File: config.mk
export PLATFORM = sky130hd
export DESIGN_NAME = dbg_mailbox
export DESIGN_NICKNAME = d
export VERILOG_FILES = /design/src/rtl/dbgmb_pkg.sv /design/src/rtl/mb_slot.sv /design/src/rtl/mb_once.sv /design/src/rtl/mb_router.sv /design/src/rtl/dbg_mailbox.sv
export SDC_FILE = /design/constraint.sdc
export NUM_CORES = 1
export LEC_CHECK = 0
export BUFFER_PORTS_ARGS = -buffer_cell sky130_fd_sc_hd__buf_2
export CAP_MARGIN = 40
export CORE_MARGIN = 2
export CORE_UTILIZATION = 40
export CTS_BUF_LIST = sky130_fd_sc_hd__clkbuf_8
export CTS_CLUSTER_DIAMETER = 100
export CTS_CLUSTER_SIZE = 14
export DETAILED_ROUTE_END_ITERATION = 10
export PLACE_DENSITY_LB_ADDON = 0.15
export SYNTH_ARGS = -nofsm -noshare
export SYNTH_HDL_FRONTEND = slang
export SYNTH_SLANG_ARGS = --single-unit
File: constraint.sdc
create_clock -name clk -period 2.65 [get_ports clk]
set_clock_uncertainty 0.15 [all_clocks]
set_input_delay 0.1325 -clock clk [delete_from_list [all_inputs] [get_ports clk]]
set_output_delay 0.1325 -clock clk [all_outputs]
set_load 0.05 [all_outputs]
File: src/rtl/dbgmb_pkg.sv
package dbgmb_pkg;
    typedef enum logic {
        SLOT_EMPTY = 1'b0,
        SLOT_FULL  = 1'b1
    } slot_state_e;

    typedef enum logic [1:0] {
        ONCE_ARMED = 2'd0,
        ONCE_FIRE  = 2'd1,
        ONCE_SPENT = 2'd2
    } once_state_e;

    typedef enum logic [1:0] {
        ROUTE_NONE  = 2'd0,
        ROUTE_SEC   = 2'd1,
        ROUTE_OWNER = 2'd2
    } route_e;

    localparam int CMD_W = 8;
endpackage

File: src/rtl/mb_slot.sv
module mb_slot
    import dbgmb_pkg::*;
#(
    parameter int DATA_W       = 32,
    parameter int FLAG_W       = DATA_W - 1,
    parameter bit EVT_ON_WRITE = 1'b1
) (
    input  logic              clk,
    input  logic              rst_n,
    input  logic              wr_en,
    input  logic [DATA_W-1:0] wr_data,
    input  logic              rd_en,
    input  logic              flag_we,
    input  logic [FLAG_W-1:0] flag_wdata,
    output logic [DATA_W-1:0] data_q,
    output logic [FLAG_W-1:0] flags_q,
    output logic              full,
    output logic              evt
);
    slot_state_e state_q, state_d;
    logic        evt_src;

    // state register
    always_ff @(posedge clk) begin
        if (!rst_n) state_q <= SLOT_EMPTY;
        else        state_q <= state_d;
    end

    // transitions: LOAD, RELOAD, DRAIN
    always_comb begin
        state_d = state_q;
        unique case (state_q)
            SLOT_EMPTY: if (wr_en) state_d = SLOT_FULL;
            SLOT_FULL:  if (!wr_en && rd_en) state_d = SLOT_EMPTY;
            default:    state_d = SLOT_EMPTY;
        endcase
    end

    // outputs
    always_ff @(posedge clk) begin
        if (!rst_n) begin
            data_q  <= '0;
            flags_q <= '0;
            evt     <= 1'b0;
        end else begin
            if (wr_en)   data_q  <= wr_data;
            if (flag_we) flags_q <= flag_wdata;
            evt <= evt_src;
        end
    end

    generate
        if (EVT_ON_WRITE) begin : g_evt_load
            assign evt_src = wr_en;
        end else begin : g_evt_take
            assign evt_src = rd_en && (state_q == SLOT_FULL);
        end
    endgenerate

    assign full = (state_q == SLOT_FULL);


    load_sets_full_chk: assert property (@(posedge clk) disable iff (!rst_n)
        wr_en |=> full);

    drain_clears_chk: assert property (@(posedge clk) disable iff (!rst_n)
        (rd_en && !wr_en) |=> !full);

    load_data_chk: assert property (@(posedge clk) disable iff (!rst_n)
        wr_en |=> (data_q == $past(wr_data)));

    flags_hold_chk: assert property (@(posedge clk) disable iff (!rst_n)
        !flag_we |=> $stable(flags_q));
endmodule

File: src/rtl/mb_once.sv
module mb_once
    import dbgmb_pkg::*;
(
    input  logic clk,
    input  logic rst_n,
    input  logic trig,
    output logic pulse
);
    once_state_e state_q, state_d;

    always_ff @(posedge clk) begin
        if (!rst_n) state_q <= ONCE_ARMED;
        else        state_q <= state_d;
    end

    // transitions: TRIGGER, RETIRE
    always_comb begin
        state_d = state_q;
        unique case (state_q)
            ONCE_ARMED: if (trig) state_d = ONCE_FIRE;
            ONCE_FIRE:  state_d = ONCE_SPENT;
            ONCE_SPENT: state_d = ONCE_SPENT;
            default:    state_d = ONCE_SPENT;
        endcase
    end

    always_comb begin
        pulse = (state_q == ONCE_FIRE);
    end


    pulse_single_chk: assert property (@(posedge clk) disable iff (!rst_n)
        pulse |=> !pulse);

    pulse_cause_chk: assert property (@(posedge clk) disable iff (!rst_n)
        pulse |-> $past(trig));
endmodule

File: src/rtl/mb_router.sv
module mb_router
    import dbgmb_pkg::*;
#(
    parameter bit              HAS_SECMGR = 1'b1,
    parameter logic [CMD_W-1:0] CMD_SEC   = 8'hAA,
    parameter logic [CMD_W-1:0] CMD_OWN   = 8'h55
) (
    input  logic             clk,
    input  logic             rst_n,
    input  logic             full,
    input  logic [CMD_W-1:0] cmd,
    output logic             req_sec,
    output logic             req_own
);
    route_e route;

    always_comb begin
        if (!full)
            route = ROUTE_NONE;
        else if (cmd == CMD_SEC && HAS_SECMGR)
            route = ROUTE_SEC;
        else if (cmd == CMD_OWN)
            route = ROUTE_OWNER;
        else
            route = ROUTE_OWNER;
    end

    always_comb begin
        req_sec = 1'b0;
        req_own = 1'b0;
        unique case (route)
            ROUTE_SEC:   req_sec = 1'b1;
            ROUTE_OWNER: req_own = 1'b1;
            default:     ;
        endcase
    end


    req_onehot_chk: assert property (@(posedge clk) disable iff (!rst_n)
        $onehot0({req_sec, req_own}) && (full == (req_sec || req_own)));
endmodule

File: src/rtl/dbg_mailbox.sv
module dbg_mailbox
    import dbgmb_pkg::*;
#(
    parameter int DATA_W     = 32,
    parameter bit HAS_SECMGR = 1'b1
) (
    input  logic              clk,
    input  logic              rst_n,
    input  logic              dbg_txd_we,
    input  logic [DATA_W-1:0] dbg_txd_wdata,
    input  logic              dbg_txflag_we,
    input  logic [DATA_W-2:0] dbg_txflag_wdata,
    input  logic              dbg_rxd_re,
    input  logic              cpu_txd_re,
    input  logic              cpu_rxd_we,
    input  logic [DATA_W-1:0] cpu_rxd_wdata,
    input  logic              cpu_rxflag_we,
    input  logic [DATA_W-2:0] cpu_rxflag_wdata,
    output logic [DATA_W-1:0] cpu_txd_rdata,
    output logic [DATA_W-1:0] tx_status,
    output logic [DATA_W-1:0] dbg_rxd_rdata,
    output logic [DATA_W-1:0] rx_status,
    output logic              req_secmgr,
    output logic              req_owner,
    output logic              sysrst_req,
    output logic              evt_msg_pend,
    output logic              evt_msg_taken
);
    localparam int FLAG_W = DATA_W - 1;

    logic [FLAG_W-1:0] tx_flags, rx_flags;
    logic              tx_full, rx_full;

    mb_slot #(.DATA_W(DATA_W), .FLAG_W(FLAG_W), .EVT_ON_WRITE(1'b1)) tx_slot_i (
        .clk(clk), .rst_n(rst_n),
        .wr_en(dbg_txd_we), .wr_data(dbg_txd_wdata), .rd_en(cpu_txd_re),
        .flag_we(dbg_txflag_we), .flag_wdata(dbg_txflag_wdata),
        .data_q(cpu_txd_rdata), .flags_q(tx_flags), .full(tx_full),
        .evt(evt_msg_pend)
    );

    mb_slot #(.DATA_W(DATA_W), .FLAG_W(FLAG_W), .EVT_ON_WRITE(1'b0)) rx_slot_i (
        .clk(clk), .rst_n(rst_n),
        .wr_en(cpu_rxd_we), .wr_data(cpu_rxd_wdata), .rd_en(dbg_rxd_re),
        .flag_we(cpu_rxflag_we), .flag_wdata(cpu_rxflag_wdata),
        .data_q(dbg_rxd_rdata), .flags_q(rx_flags), .full(rx_full),
        .evt(evt_msg_taken)
    );

    mb_router #(.HAS_SECMGR(HAS_SECMGR)) router_i (
        .clk(clk), .rst_n(rst_n),
        .full(tx_full), .cmd(cpu_txd_rdata[CMD_W-1:0]),
        .req_sec(req_secmgr), .req_own(req_owner)
    );

    mb_once once_i (
        .clk(clk), .rst_n(rst_n), .trig(dbg_txd_we), .pulse(sysrst_req)
    );

    assign tx_status = {tx_flags, tx_full};
    assign rx_status = {rx_flags, rx_full};


    taken_needs_full_chk: assert property (@(posedge clk) disable iff (!rst_n)
        (dbg_rxd_re && !rx_full) |=> !evt_msg_taken);

    rx_collide_chk: assert property (@(posedge clk) disable iff (!rst_n)
        (cpu_rxd_we && dbg_rxd_re && rx_full) |=> (rx_status[0] && evt_msg_taken));
endmodule

==> results.ini <==
[worst_setup_path]
critPathMaxStageDelay_ns = 0.36
critical_path_required_ns = 2.37
cp-end-kind = primary output
path_class = reg2out
startpoint_type = flop
slowest_stage = dfxtp_1
arrival_ns = 1.49
path_buf_inv = 1
crit_family = flip-flops
critPathMaxFanout = 3
path_cells = and4bb_2 > a21boi_0 > buf_2

[clock_tree]
numClockSinks = 132
cts_tree = yes
htree_levels = 4
numCtsBuffers = 17
root_buffer = clkbuf_8
clkTransAtPathRegs_ns = 0.07
clk_latency_ns = 0.43
postCtsSetupRepairBufs = 0
clockBufferDepth = 2

[floorplan]
die_area_um2 = 13740
ios = 267
rows = 41
fp.dieH_um = 117.2
start_util = 0.4081
fp.dieW_um = 117.2
core_area_um2 = 12570

[sta]
fin_setup_tns_ns = 0
post-route-worst-setup-slack_ns = 0.8749
finalCritPeriodShare = 0.6698
hold_viol_final = 0
final-max-slew-violation-count = 0
max_freq_ghz = 0.5634
fin_crit_ns = 1.775
finalSetupViolations = 0
worst_pin_slew_ns = 0.7802
max_slew_margin = 0.4799
rsz0062_at_grt = false

[run]
max-cap-violations = 0

[drt]
routedWlPerCell_um = 13.53
ant_nets = 0
drcViolationCount = 0
wl_um = 13610
drtPass1Iterations = 4
num_vias = 4371
viasPerCell = 4.345
drt_first_iter_violations = 125

[placed_design]
dp_hpwl_um = 9074
numPortBuffers = 266
dp_cells = 841
routabilityCongestion = 0.8016
preCtsSetupSlack_ns = 1.048

[power]
p_leak_nw = 4.112
p_per_area_nw_per_um2 = 618.4
irDropWorstVdd_mv = 0.3319

[layout]
layout-drive-gt1-share = 0.3681
num-nets-final = 955
antenna_cells = 0
instances_no_fill = 1006
area_growth_pct = 59.89

[synth]
synthTopCellsByCount = 132 x dfxtp_1, 129 x nor2b_1, 126 x mux2i_1
synth_edf_count = 0
synth.net_count = 563
synth_top_cell_area_share = 0.5152
ys.flop_type = dfxtp_1
ys_top_cells_by_area = dfxtp_1 52%, mux2i_1 25%, nor2b_1 16%
yosysWarningCount = 0
postSynthCellCount = 429
seq_area_frac_synth = 0.5152
yosysMostFrequentCell = dfxtp_1
syn_area_per_cell_um2 = 11.95
synth_cell_types = 15
synth-seq-cells = 132
async_flop_share = 0
syn_area_um2 = 5129
yosys.area.top_type = dfxtp_1

[grt]
grt_pass1_wl_um = 20360
grt_max_degree = 52
grt_pass1_vias = 4422
grt-ovfl-total = 0
gr-usage-all-layers = 0.1913
antenna_found_initial = 0

[outcome]
outcome = complete, no violations

[min_path]
holdCritPathClass = in2reg

## power breakdown
part           switching [W]  total (W)  internal (W)
sequential         0.0000614    0.00216       0.00210
combinational       0.000662    0.00110      0.000435
clock               0.000736    0.00181       0.00107
## final timing paths
check | endpoint | slack, ns | cells after the start | from
worst max-delay path | req_owner | 0.87 | 3 | tx_slot_i.data_q[2]
worst min-delay path | rx_slot_i.flags_q[6] | 0.09 | 3 | cpu_rxflag_we
worst max register to register | tx_slot_i.flags_q[21] | 1.36 | 3 | tx_slot_i.flags_q[21]
worst min register to register | once_i.state_q[0] | 0.30 | 1 | once_i.state_q[0]
## logic make-up (layout without fill, tap and decap cells)
family / Yosys count / count (layout) / synth area share
muxes: 126 / 126 / 0.2459
and+or+nand+nor: 135 / 135 / 0.1676
DFF: 132 / 132 / 0.5152
buffers and inverters: 32 / 437 / 0.06538
AOI/OAI and AO/OA: 4 / 4 / 0.005855
## through the flow
stage               hold slack [ns]  area (µm²)  utilization  total power (W)
floorplan                    0.1336        5129            -         0.002910
global placement             0.2379        6382       0.5078         0.003125
detailed placement           0.2444        6430       0.5116         0.003147
CTS                         0.05067        8200       0.6525         0.005129
global route                0.07475        8200       0.6525         0.005304
finish                      0.09165        8200       0.6525         0.005071
## sequential cells by signal, indices dropped and copies added (netlist names)
| register | flops |
|---|---|
| once_i.state_q | 2 |
| tx_slot_i.full | 1 |
| tx_slot_i.flags_q | 31 |
| rx_slot_i.data_q | 32 |
| rx_slot_i.full | 1 |
| rx_slot_i.evt | 1 |
| tx_slot_i.data_q | 32 |
| rx_slot_i.flags_q | 31 |
| tx_slot_i.evt | 1 |
## cell usage in the layout, fill, tap and decap left out, drive strengths merged
| cell type | n |
|---|---|
| dlygate4sd3 | 133 |
| and2 | 1 |
| clkbuf | 23 |
| and4bb | 2 |
| mux2i | 126 |
| a21boi | 1 |
| buf | 272 |
| o21a | 3 |
| and3 | 2 |
| nor3b | 1 |
| dfxtp | 132 |
| clkinvlp | 1 |
| bufinv | 3 |
| clkinv | 5 |
| nor2b | 129 |
## tightest hold or removal path, delay by kind of cell
kind,cells,cell delay (ns)
simple gates,1,0.06
mux,1,0.19
buf+inv,1,0.24
## layout make-up
class                      count  area, µm²
tap                          172      215.2
multi-input combinational    265       2151
clock inverter                 9      122.6
sequential                   132       2643
fill                         975       4368
clock buffer                  23      316.6
timing repair buffer         405       2753
## metal layers
layer  share of wire  GRT usage
met2            0.51     0.3464
met4           0.021    0.08471
met5               0          0
met1            0.40     0.2024
met3           0.071    0.06179
## timing repair
item                                   CTS  global route
endpoints found under the hold margin  129             0
hold buffers                           133             0
gates resized for setup                  0             0
(Power assumes the default switching activity.)
